--- src/rtl/lane_cal_pkg.sv ---
package lane_cal_pkg;
  typedef enum logic [3:0] {
    S_IDLE, S_PREP, S_START, S_GAP, S_POLL, S_NEXT,
    S_DIV, S_DIVW, S_PICK, S_RREQ, S_RWAIT, S_RESTORE
  } cal_state_t;

  // Low byte of the start word: flag positions decoded by the lanes
  localparam int CTRL_LOW_W    = 8;
  localparam int CTRL_EN_BIT   = 7;
  localparam int CTRL_PRES_BIT = 5;
endpackage

--- src/rtl/lane_cal_div.sv ---
module lane_cal_div #(
  parameter int NUM_W = 12,
  parameter int DEN_W = 4
) (
  input  logic             clk,
  input  logic             rst_n,
  input  logic             start,
  input  logic [NUM_W-1:0] num,
  input  logic [DEN_W-1:0] den,
  output logic             busy,
  output logic             done,
  output logic [NUM_W-1:0] quo
);
  localparam int STEP_W = $clog2(NUM_W + 1);
  localparam int PROD_W = NUM_W + DEN_W;

  logic [NUM_W-1:0]  q_q, num_q;
  logic [DEN_W-1:0]  r_q, d_q;
  logic [STEP_W-1:0] step_q;
  logic              busy_q, done_q;
  logic [DEN_W:0]    r_shift, r_sub;
  logic              take;

  // Restoring division: one quotient bit per cycle
  assign r_shift = {r_q, q_q[NUM_W-1]};
  assign take    = r_shift >= {1'b0, d_q};
  assign r_sub   = r_shift - {1'b0, d_q};

  always_ff @(posedge clk or negedge rst_n) begin
    if (!rst_n) begin
      q_q <= '0; num_q <= '0; r_q <= '0; d_q <= '0;
      step_q <= '0; busy_q <= 1'b0; done_q <= 1'b0;
    end else begin
      done_q <= 1'b0;
      if (start && !busy_q) begin
        q_q    <= num;
        num_q  <= num;
        d_q    <= den;
        r_q    <= '0;
        step_q <= STEP_W'(NUM_W);
        busy_q <= 1'b1;
      end else if (busy_q) begin
        r_q    <= take ? r_sub[DEN_W-1:0] : r_shift[DEN_W-1:0];
        q_q    <= {q_q[NUM_W-2:0], take};
        step_q <= step_q - 1'b1;
        if (step_q == STEP_W'(1)) begin
          busy_q <= 1'b0;
          done_q <= 1'b1;
        end
      end
    end
  end

  assign busy = busy_q;
  assign done = done_q;
  assign quo  = q_q;

  // the quotient is the floor of the latched operands
  p_div_floor_r6: assert property (@(posedge clk) disable iff (!rst_n)
    done |-> ((PROD_W'(quo) * PROD_W'(d_q)) <= PROD_W'(num_q)) &&
             ((PROD_W'(num_q) - PROD_W'(quo) * PROD_W'(d_q)) < PROD_W'(d_q)));
  p_div_no_restart_r6: assert property (@(posedge clk) disable iff (!rst_n)
    start |-> !busy_q);
endmodule

--- src/rtl/lane_cal_pacer.sv ---
module lane_cal_pacer #(
  parameter int POLL_LIMIT = 384,
  parameter int POLL_GAP   = 20
) (
  input  logic clk,
  input  logic rst_n,
  input  logic run,
  input  logic fire,
  input  logic clr,
  output logic gap_done,
  output logic limit_hit
);
  localparam int GAP_W = $clog2(POLL_GAP + 1);
  localparam int CNT_W = $clog2(POLL_LIMIT + 1);

  logic [GAP_W-1:0] gap_q;
  logic [CNT_W-1:0] polls_q;

  always_ff @(posedge clk or negedge rst_n) begin
    if (!rst_n) begin
      gap_q   <= GAP_W'(POLL_GAP - 1);
      polls_q <= '0;
    end else begin
      if (!run)              gap_q <= GAP_W'(POLL_GAP - 1);
      else if (gap_q != '0)  gap_q <= gap_q - 1'b1;
      if (clr)               polls_q <= '0;
      else if (fire)         polls_q <= polls_q + 1'b1;
    end
  end

  assign gap_done  = run && (gap_q == '0);
  assign limit_hit = (polls_q == CNT_W'(POLL_LIMIT - 1));

  // no lane is polled beyond its budget
  p_poll_cap_r5: assert property (@(posedge clk) disable iff (!rst_n)
    fire |-> polls_q < CNT_W'(POLL_LIMIT));
endmodule

--- src/rtl/lane_cal_pick.sv ---
module lane_cal_pick #(
  parameter int NLANES = 10,
  parameter int LANE_W = 4
) (
  input  logic [NLANES-1:0] mask,
  output logic [LANE_W-1:0] idx,
  output logic              any
);
  // Lowest set bit wins
  always_comb begin
    idx = '0;
    for (int i = NLANES - 1; i >= 0; i--)
      if (mask[i]) idx = LANE_W'(i);
  end
  assign any = |mask;
endmodule

--- src/rtl/lane_cal_mgr.sv ---
module lane_cal_mgr
  import lane_cal_pkg::*;
#(
  parameter int NLANES     = 10,
  parameter int CODE_W     = 8,
  parameter int POLL_LIMIT = 384,
  parameter int POLL_GAP   = 20,
  localparam int LANE_W    = (NLANES > 1) ? $clog2(NLANES) : 1,
  localparam int WORD_W    = CODE_W + CTRL_LOW_W
) (
  input  logic              clk,
  input  logic              rst_n,
  input  logic              go,
  output logic [NLANES-1:0] upd_en,
  output logic [NLANES-1:0] good_clr,
  output logic [NLANES-1:0] lane_start,
  output logic [WORD_W-1:0] start_word,
  output logic              poll_valid,
  input  logic              poll_ready,
  output logic [LANE_W-1:0] poll_lane,
  input  logic              resp_done,
  input  logic              resp_err,
  input  logic [CODE_W-1:0] resp_code,
  output logic              rec_valid,
  input  logic              rec_ready,
  output logic [LANE_W-1:0] rec_lane,
  output logic [CODE_W-1:0] rec_seed,
  input  logic              rec_done,
  output logic              busy,
  output logic              cal_done,
  output logic              timeout,
  output logic              warn,
  output logic [NLANES-1:0] fail_mask,
  output logic              all_fail,
  output logic [CODE_W-1:0] avg
);
  localparam int CNT_W = $clog2(NLANES + 1);
  localparam int SUM_W = CODE_W + CNT_W;
  localparam logic [CODE_W-1:0] MID_CODE = {1'b1, {(CODE_W-1){1'b0}}};
  localparam logic [CTRL_LOW_W-1:0] CTRL_LOW =
    (CTRL_LOW_W'(1) << CTRL_EN_BIT) | (CTRL_LOW_W'(1) << CTRL_PRES_BIT);

  cal_state_t        state_q;
  logic [LANE_W-1:0] lane_q, rec_lane_q;
  logic [SUM_W-1:0]  sum_q;
  logic [NLANES-1:0] fail_q, pend_q, upd_q, gclr_q, start_q;
  logic [CODE_W-1:0] avg_q;
  logic              busy_q, done_q, to_q, warn_q, allf_q;
  logic [CNT_W-1:0]  fail_cnt, pass_cnt;
  logic              gap_done, limit_hit, poll_fire;
  logic              div_start, div_busy, div_done;
  logic [SUM_W-1:0]  div_quo;
  logic [LANE_W-1:0] pick_idx;
  logic              pick_any;

  always_comb begin
    fail_cnt = '0;
    for (int i = 0; i < NLANES; i++) fail_cnt = fail_cnt + CNT_W'(fail_q[i]);
  end
  assign pass_cnt  = CNT_W'(NLANES) - fail_cnt;
  assign poll_fire = (state_q == S_POLL) && poll_ready;
  assign div_start = (state_q == S_DIV) && (pass_cnt != '0);

  lane_cal_pacer #(.POLL_LIMIT(POLL_LIMIT), .POLL_GAP(POLL_GAP)) u_pacer (
    .clk(clk), .rst_n(rst_n), .run(state_q == S_GAP), .fire(poll_fire),
    .clr((state_q == S_START) || (state_q == S_NEXT)),
    .gap_done(gap_done), .limit_hit(limit_hit));

  lane_cal_div #(.NUM_W(SUM_W), .DEN_W(CNT_W)) u_div (
    .clk(clk), .rst_n(rst_n), .start(div_start), .num(sum_q), .den(pass_cnt),
    .busy(div_busy), .done(div_done), .quo(div_quo));

  lane_cal_pick #(.NLANES(NLANES), .LANE_W(LANE_W)) u_pick (
    .mask(pend_q), .idx(pick_idx), .any(pick_any));

  always_ff @(posedge clk or negedge rst_n) begin
    if (!rst_n) begin
      state_q <= S_IDLE; lane_q <= '0; rec_lane_q <= '0; sum_q <= '0;
      fail_q <= '0; pend_q <= '0; upd_q <= '1; gclr_q <= '0; start_q <= '0;
      avg_q <= '0; busy_q <= 1'b0; done_q <= 1'b0; to_q <= 1'b0;
      warn_q <= 1'b0; allf_q <= 1'b0;
    end else begin
      warn_q  <= 1'b0;
      gclr_q  <= '0;
      start_q <= '0;
      unique case (state_q)
        S_IDLE: if (go) begin
          busy_q <= 1'b1; done_q <= 1'b0; to_q <= 1'b0;
          fail_q <= '0; sum_q <= '0; lane_q <= '0;
          state_q <= S_PREP;
        end
        S_PREP: begin
          upd_q <= '0; gclr_q <= '1; state_q <= S_START;
        end
        S_START: begin
          start_q <= '1; state_q <= S_GAP;
        end
        S_GAP: if (gap_done) state_q <= S_POLL;
        S_POLL: if (poll_ready) begin
          if (resp_done) begin
            if (resp_err) begin
              fail_q[lane_q] <= 1'b1;
              warn_q         <= 1'b1;
            end else begin
              sum_q <= sum_q + SUM_W'(resp_code);
            end
            state_q <= S_NEXT;
          end else if (limit_hit) begin
            to_q <= 1'b1; busy_q <= 1'b0; state_q <= S_IDLE;
          end else begin
            state_q <= S_GAP;
          end
        end
        S_NEXT: if (lane_q == LANE_W'(NLANES - 1)) state_q <= S_DIV;
                else begin lane_q <= lane_q + 1'b1; state_q <= S_GAP; end
        S_DIV: begin
          pend_q <= fail_q;
          if (pass_cnt == '0) begin
            avg_q <= '0; allf_q <= 1'b1; state_q <= S_PICK;
          end else begin
            state_q <= S_DIVW;
          end
        end
        S_DIVW: if (div_done) begin
          avg_q <= div_quo[CODE_W-1:0]; state_q <= S_PICK;
        end
        S_PICK: if (pick_any) begin
          rec_lane_q <= pick_idx; state_q <= S_RREQ;
        end else begin
          state_q <= S_RESTORE;
        end
        S_RREQ: if (rec_ready) begin
          pend_q[rec_lane_q] <= 1'b0; state_q <= S_RWAIT;
        end
        S_RWAIT: if (rec_done) state_q <= S_PICK;
        S_RESTORE: begin
          upd_q <= '1; busy_q <= 1'b0; done_q <= 1'b1; state_q <= S_IDLE;
        end
        default: state_q <= S_IDLE;
      endcase
    end
  end

  assign upd_en     = upd_q;
  assign good_clr   = gclr_q;
  assign lane_start = start_q;
  assign start_word = {MID_CODE, CTRL_LOW};
  assign poll_valid = (state_q == S_POLL);
  assign poll_lane  = lane_q;
  assign rec_valid  = (state_q == S_RREQ);
  assign rec_lane   = rec_lane_q;
  assign rec_seed   = avg_q;
  assign busy       = busy_q;
  assign cal_done   = done_q;
  assign timeout    = to_q;
  assign warn       = warn_q;
  assign fail_mask  = fail_q;
  assign all_fail   = allf_q;
  assign avg        = avg_q;

  p_poll_hold_r11: assert property (@(posedge clk) disable iff (!rst_n)
    poll_valid && !poll_ready |=> poll_valid && $stable(poll_lane));
  p_rec_hold_r9: assert property (@(posedge clk) disable iff (!rst_n)
    rec_valid && !rec_ready |=> rec_valid && $stable(rec_lane) && $stable(rec_seed));
  p_poll_frozen_r2: assert property (@(posedge clk) disable iff (!rst_n)
    poll_valid |-> upd_en == '0);
  p_start_pulse_r3: assert property (@(posedge clk) disable iff (!rst_n)
    (|lane_start) |=> lane_start == '0);
  p_timeout_halts_r5: assert property (@(posedge clk) disable iff (!rst_n)
    timeout |-> !poll_valid && !rec_valid && !busy);
  p_warn_marks_r7: assert property (@(posedge clk) disable iff (!rst_n)
    warn |-> fail_mask != '0);
  p_allfail_seed_r8: assert property (@(posedge clk) disable iff (!rst_n)
    rec_valid && (fail_mask == '1) |-> rec_seed == '0);
  p_restore_r10: assert property (@(posedge clk) disable iff (!rst_n)
    $rose(cal_done) |-> upd_en == '1 && !busy);
endmodule

--- config.mk ---
export PLATFORM = sky130hd
export DESIGN_NAME = lane_cal_mgr
export DESIGN_NICKNAME = d
export VERILOG_FILES = /design/src/rtl/lane_cal_pkg.sv /design/src/rtl/lane_cal_div.sv /design/src/rtl/lane_cal_pacer.sv /design/src/rtl/lane_cal_pick.sv /design/src/rtl/lane_cal_mgr.sv
export SDC_FILE = /design/constraint.sdc
export NUM_CORES = 1
export LEC_CHECK = 0
export ABC_AREA = 1
export CAP_MARGIN = 20
export CORE_MARGIN = 2
export CORE_UTILIZATION = 45
export DETAILED_ROUTE_END_ITERATION = 12
export PLACE_DENSITY = 0.82
export REMOVE_ABC_BUFFERS = 1
export SLEW_MARGIN = 10
export SYNTH_ARGS = -nofsm -noshare
export SYNTH_HDL_FRONTEND = slang
export SYNTH_SLANG_ARGS = --single-unit
export TNS_END_PERCENT = 5
--- constraint.sdc ---
create_clock -name clk -period 3.46 [get_ports clk]
set_clock_uncertainty 0.15 [all_clocks]
set_input_delay 1.038 -clock clk [delete_from_list [all_inputs] [get_ports clk]]
set_output_delay 1.038 -clock clk [all_outputs]
set_load 0.01 [all_outputs]
* Word-level counts from Yosys, hierarchy flattened *
Index checks and enable logic that the tools add are counted.

storage, ports and cells
  input bits = 16
  logic and storage cells = 188
  flip-flop bits (word level) = 127
  output and inout port bits = 87

cells by class
  $lt $le $gt $ge = 5
  reductions and logical operators = 34
  mux-type cells = 79
  add/subtract/negate cells = 16
  equality and inequality tests = 28
  bitwise gates (word level) = 3

operators by type and width
  operator            count
  $mux 4              24
  $mux 12             6
  $mux 10             7
  $pmux 10 s2         3
  $pmux 4 s11         1
  $add 4x1->4         6
  $pmux 12 s2         1
  $eq 4x4->1 const B  5
  $mux 1              20
  $reduce_and 5->1    4
  $mux 9              2
  $eq 4x3->1 const B  4
  $mux 8              2
  $pmux 8 s2          1
  $reduce_bool 2->1   8
  $ne 2x1->1 const B  7
  $ne 2x2->1 const B  7
  $add 12x8->12       1
  $and 10x10->10      1
  $lt 4x5->1 const B  2
  $mux 5              2
  $not 10->10         1
  $or 10x10->10       1
  $reduce_or 10->1    1
  other kinds (31)    48

* Longest topological paths before layout *
  depth in word-level cells = 14
  depth in mapped cells = 18
  gate-level depth less buffers = 18

* Cells and area by module *
From an unflattened synthesis, not the netlist that was laid out.

unflattened totals
  cells, all modules = 769
  area, all modules = 6204.7 µm²

by module, submodules not included
  module          cells an instance  instances  area each (µm²)
  lane_cal_mgr    497                1          3992.6
  lane_cal_div    146                1          1332.5
  lane_cal_pacer  98                 1          757.0
  lane_cal_pick   28                 1          122.6

* Worst setup path after synthesis *
Ideal clock, no wire load.

  path kind = flip-flop to flip-flop
  start point = register fail_q[1] (netlist: fail_mask[1])
  end point = register u_div.q_q[4] (netlist: u_div.quo[4])
  period minus slack after synthesis = 3.840 ns
  cell stages (with the launch flop) = 17
  path buffers = 1
  arrival time = 3.547 ns
  slack = -0.380 ns
  required time = 3.168 ns
  cell sequence = dfrtp_1 -> inv_1 -> fa_1 -> inv_1 -> ha_1 -> inv_1 -> fa_1 -> inv_1 -> ha_1 -> fa_1 -> fa_1 -> nand3_1 -> o21ai_2 -> nor2_4 -> buf_4 -> nand2_1 -> o221ai_1

on the way
  cells in the longest elaborated chain, start to end = 14
  elaborated cells between the ends (all ways) = 15
  classes of those cells = add/sub: 10; mux: 1; reduce/logical: 4

ends and longest elaborated chain
  item                                          line                 text
  from (decl)                                   lane_cal_mgr.sv:46   logic [NLANES-1:0] fail_q, pend_q, upd_q, gclr_q, start_q;
  from (signal assigned)                        lane_cal_mgr.sv:79   fail_q <= '0; pend_q <= '0; upd_q <= '1; gclr_q <= '0; start_q <= '0;
  from (signal assigned)                        lane_cal_mgr.sv:89   fail_q <= '0; sum_q <= '0; lane_q <= '0;
  from (signal, indexed assignment)             lane_cal_mgr.sv:102  fail_q[lane_q] <= 1'b1;
  $add 1x1->2 *                                 lane_cal_mgr.sv:58   for (int i = 0; i < NLANES; i++) fail_cnt = fail_cnt + CNT_W'(fail_q[i]);
  $add 2x1->3 *                                 lane_cal_mgr.sv:58
  $add 3x1->4 *                                 lane_cal_mgr.sv:58
  $add 4x1->4 * (6 in series)                   lane_cal_mgr.sv:58
  $sub 4x4->4 *                                 lane_cal_mgr.sv:60   assign pass_cnt = CNT_W'(NLANES) - fail_cnt;
  $reduce_bool 4->1 *                           lane_cal_mgr.sv:62   assign div_start = (state_q == S_DIV) && (pass_cnt != '0);
  $logic_and 1x1->1 *                           lane_cal_mgr.sv:62
  $logic_and 1x1->1 *                           lane_cal_div.sv:35   if (start && !busy_q) begin
  $mux 12 or $reduce_bool 2->1 (tied branches)  -
  to (signal assigned)                          lane_cal_div.sv:36   q_q <= num;
  to (signal assigned)                          lane_cal_div.sv:44   q_q <= {q_q[NUM_W-2:0], take};
  to (decl)                                     lane_cal_div.sv:17   logic [NUM_W-1:0] q_q, num_q;

Mark *: on every way between the ends. The rest lies on a longest branch, timed or not.
A chain may end at the register's enable or synchronous reset.

* Final worst setup path *
  start point = register fail_q[1] (netlist: fail_mask[1])
  end point = register u_div.d_q[1]

on the way
  cells in the longest elaborated chain, start to end = 13

ends and longest elaborated chain
  item                         line                text
  $add 1x1->2 *                lane_cal_mgr.sv:58
  $add 2x1->3 *                lane_cal_mgr.sv:58
  $add 3x1->4 *                lane_cal_mgr.sv:58
  $add 4x1->4 * (6 in series)  lane_cal_mgr.sv:58
  $sub 4x4->4 *                lane_cal_mgr.sv:60
  $reduce_bool 4->1            lane_cal_mgr.sv:62
  $logic_and 1x1->1            lane_cal_mgr.sv:62
  $logic_and 1x1->1            lane_cal_div.sv:35
  to (signal assigned)         lane_cal_div.sv:38  d_q <= den;
  to (decl)                    lane_cal_div.sv:18  logic [DEN_W-1:0] r_q, d_q;

Marks and branches as above.

==> metrics.csv <==
stage,metric,value,unit
timing,setup_slack,-0.453,ns
synthesis,ys_seq_elements,100,
min_path,min_path_cells,2,
floorplanning,core,0.0131,mm^2
run_status,run_status,"finished, violations left",
run_status,failed_checks,setup timing,
synthesis,yosysTopAreaCell,dfrtp_1,
grt,wire_length_of_the_first_global_routing_pass,22.9,mm
floorplanning,top_level_ports,103,
synthesis,cell_variety_after_synth,45,
cells_and_area,drive_gt1_share,10.9,%
drt,drt_first_iter_violations,392,
critical_path,maximum_net_fanout_on_the_critical_path,13,
cells_and_area,num-nets-final,860,
floorplanning,core.rowCount,42,
synthesis,post-synth-top-count-cell,nand2_1,
synthesis,post_synth_instance_area,0.00599,mm^2
timing,setup_viol_count_final,38,
clocking,clock_tree_from_tritoncts,built,
place,finalWeightedCongestion,0.930,
grt,groute.usage.overall,20.0,%
synthesis,synth.top_cells.by_area,"dfrtp_1, nand2_1, buf_4",
timing,relSlewSlack,64.8,%
run,max_cap_viol_count,0,
drt,drc,0,
synthesis,number_of_synthesized_flops_with_an_enable_pin,0,
grt,pin_count_of_the_biggest_net_entering_global_routing,67,
grt,grt-ovfl-total,0,
power,peakVddDrop,300,uV
synthesis,ys.flop_type,dfrtp_1,
drt,drt_pre_antenna_iters,5,
drt,viasPerCell,5.07,
drt,wirelength,13.9,mm
synthesis,syn_avg_cell_area,8.19,um^2
cells_and_area,layout-area-overhead-vs-synth,21.7,%
place,hpwlAfterDp,10.2,mm
critical_path,critical_path.endpoint_type,flip-flop,
clocking,clkTransAtPathRegs,0.07,ns
synthesis,synth_top_area_share,40.1,%
critical_path,arrival,3.99,ns
clocking,worst_skew_pair.late_latency,0.35,ns
grt,initial_antenna_violation_count,0,
timing,timing.final.hold_violations,0,
floorplanning,die_width,119,um
timing,tightest_slew,0.528,ns
synthesis,syn-instance-count,732,
place,port-buffer-count,86,
timing,final-max-slew-violation-count,0,
critical_path,setup.worst_path.start_class,flip-flop,
drt,routed_wire_length_per_instance,14.0,um
clocking,htree_num_levels,3,
clocking,clk_path_buf_depth,2,
synthesis,netlist_top_cells_count,"nand2_1, inv_1, dfrtp_1",
timing,rsz0062_at_grt,true,
min_path,hold_path.class,reg2reg,
critical_path,crit_required,3.54,ns
power,p_leak,3.52,nW
timing,timing.final.crit_period,3.91,ns
clocking,clockRootBuffer,clkbuf_16,
drt,drt.antenna.violating_nets,0,
drt,dr_total_vias,5020,
clocking,tritoncts.num_buffers,9,
synthesis,synth_warnings,0,
critical_path,setup.worst_path.class,reg2reg,
synthesis,synth-seq-area-share,41.8,%
place,dp_slack,-0.633,ns
timing,timing.final.crit_share,113,%
critical_path,worstRegToRegCells,16,
timing,clock.fmax,256,MHz
power,power_per_cell_area,783,mW/mm^2
cells_and_area,n_antenna_cell,0,
floorplanning,die_area,0.0143,mm^2
clocking,cts.sinks,100,
floorplanning,initial_core_utilization,45.6,%
synthesis,synth_async_sr_flop_share,100,%
floorplanning,die_y,119,um
power,total_power,0.00571,W
grt,vias_in_the_first_global_route,4767,
## state kept, by name (all words and copies together), names as in the netlist
| name | count |
|---|---|
| cal_done | 1 |
| u_div.quo | 12 |
| u_div.done | 1 |
| rec_lane | 4 |
| u_div.step_q | 4 |
| all_fail | 1 |
| state_q | 4 |
| upd_en | 1 |
| u_div.r_q | 4 |
| u_pacer.polls_q | 9 |
| poll_lane | 4 |
| u_div.busy | 1 |
| avg | 8 |
| sum_q | 12 |
| lane_start | 1 |
| pend_q | 10 |
| timeout | 1 |
| u_div.d_q | 4 |
| warn | 1 |
| busy | 1 |
| fail_mask | 10 |
| u_pacer.gap_q | 5 |
| good_clr | 1 |
## critical path, cell delays in order, from the launching register on
cell and delay (ns):
dfrtp_1 0.36, inv_2 0.05, fa_1 0.53, inv_1 0.04, ha_1 0.19, inv_2 0.07, fa_1 0.40, inv_1 0.07
ha_2 0.17, fa_1 0.42, fa_1 0.42, xnor2_2 0.31, o21ai_4 0.13, nor2_4 0.16, buf_12 0.15, buf_12 0.10
o21ai_0 0.06
## area by class of cell
cell class,instances,area [um^2]
multi-input combinational,484,2760
tap,176,220
sequential,100,2510
fill,1178,5840
clock buffer,10,239
clock inverter,6,86.3
timing repair buffer,111,1090
inverter,103,394
## through the flow
stage / std cells / util, % / hold WS, ns / instance area, um^2 / setup TNS [ns]
CTS: 990 / 55.4 / 0.317 / 7280 / -14.09
finish: 990 / 55.5 / 0.312 / 7290 / -14.51
detailed placement: 972 / 52.4 / 0.299 / 6890 / -19.16
global route: 990 / 55.5 / 0.358 / 7290 / -21.97
floorplan: 687 / - / 0.300 / 5610 / -12.86
global placement: 972 / 52.4 / 0.295 / 6890 / -17.25
## placed cells by master (no fill, tap or decap), drive strengths merged, types with 10 or more instances in the layout
master	synthesis	final
a21oi	34	34
buf	56	26
clkbuf	3	10
clkdlybuf4s50	0	85
conb	2	16
dfrtp	96	96
ha	27	27
inv	103	104
nand2	168	168
nand3	41	41
nand4	12	12
nor2	51	51
nor3	13	13
o21ai	66	66
## power by group
part | leakage [nW] | internal, W | switching [W]
Clock | 0.159 | 0.000654 | 0.000456
Sequential | 1.33 | 0.00151 | 0.000296
Combinational | 2.03 | 0.00120 | 0.00160
## metal layers
layer	global-route usage, %	share of wire (%)
met1	28.1	45
met3	3.50	5.8
met2	31.3	48
met4	6.76	1.4
met5	0	0
## timing repair
item	CTS	global route
gates resized for setup	16	6
hold buffers	0	0
endpoints found under the setup margin	38	38
pin swaps	4	1
buffers inserted	2	0
## final timing paths
kind,from,endpoint,slack [ns]
setup / recovery,fail_mask[1],u_div.d_q[1],-0.45
max in group asynchronous,rst_n,u_pacer.gap_q[4],1.93
setup reg to reg,fail_mask[1],u_div.d_q[1],-0.45
hold / removal,all_fail,all_fail,0.31
min in group asynchronous,rst_n,sum_q[1],0.49
hold reg to reg,all_fail,all_fail,0.31
## cells by family after synthesis
logic type | after synthesis | share of synthesized area (%)
AO/OA/AOI/OAI | 129 | 12.4
adder cells (fa/ha/maj) | 35 | 8.31
flip-flops | 100 | 41.8
buffers and inverters | 162 | 13.8
other | 2 | 0.125
AND/OR/NAND/NOR | 293 | 21.9
XOR/XNOR | 11 | 1.61
No activity file was read; power rests on OpenSTA's default activity.
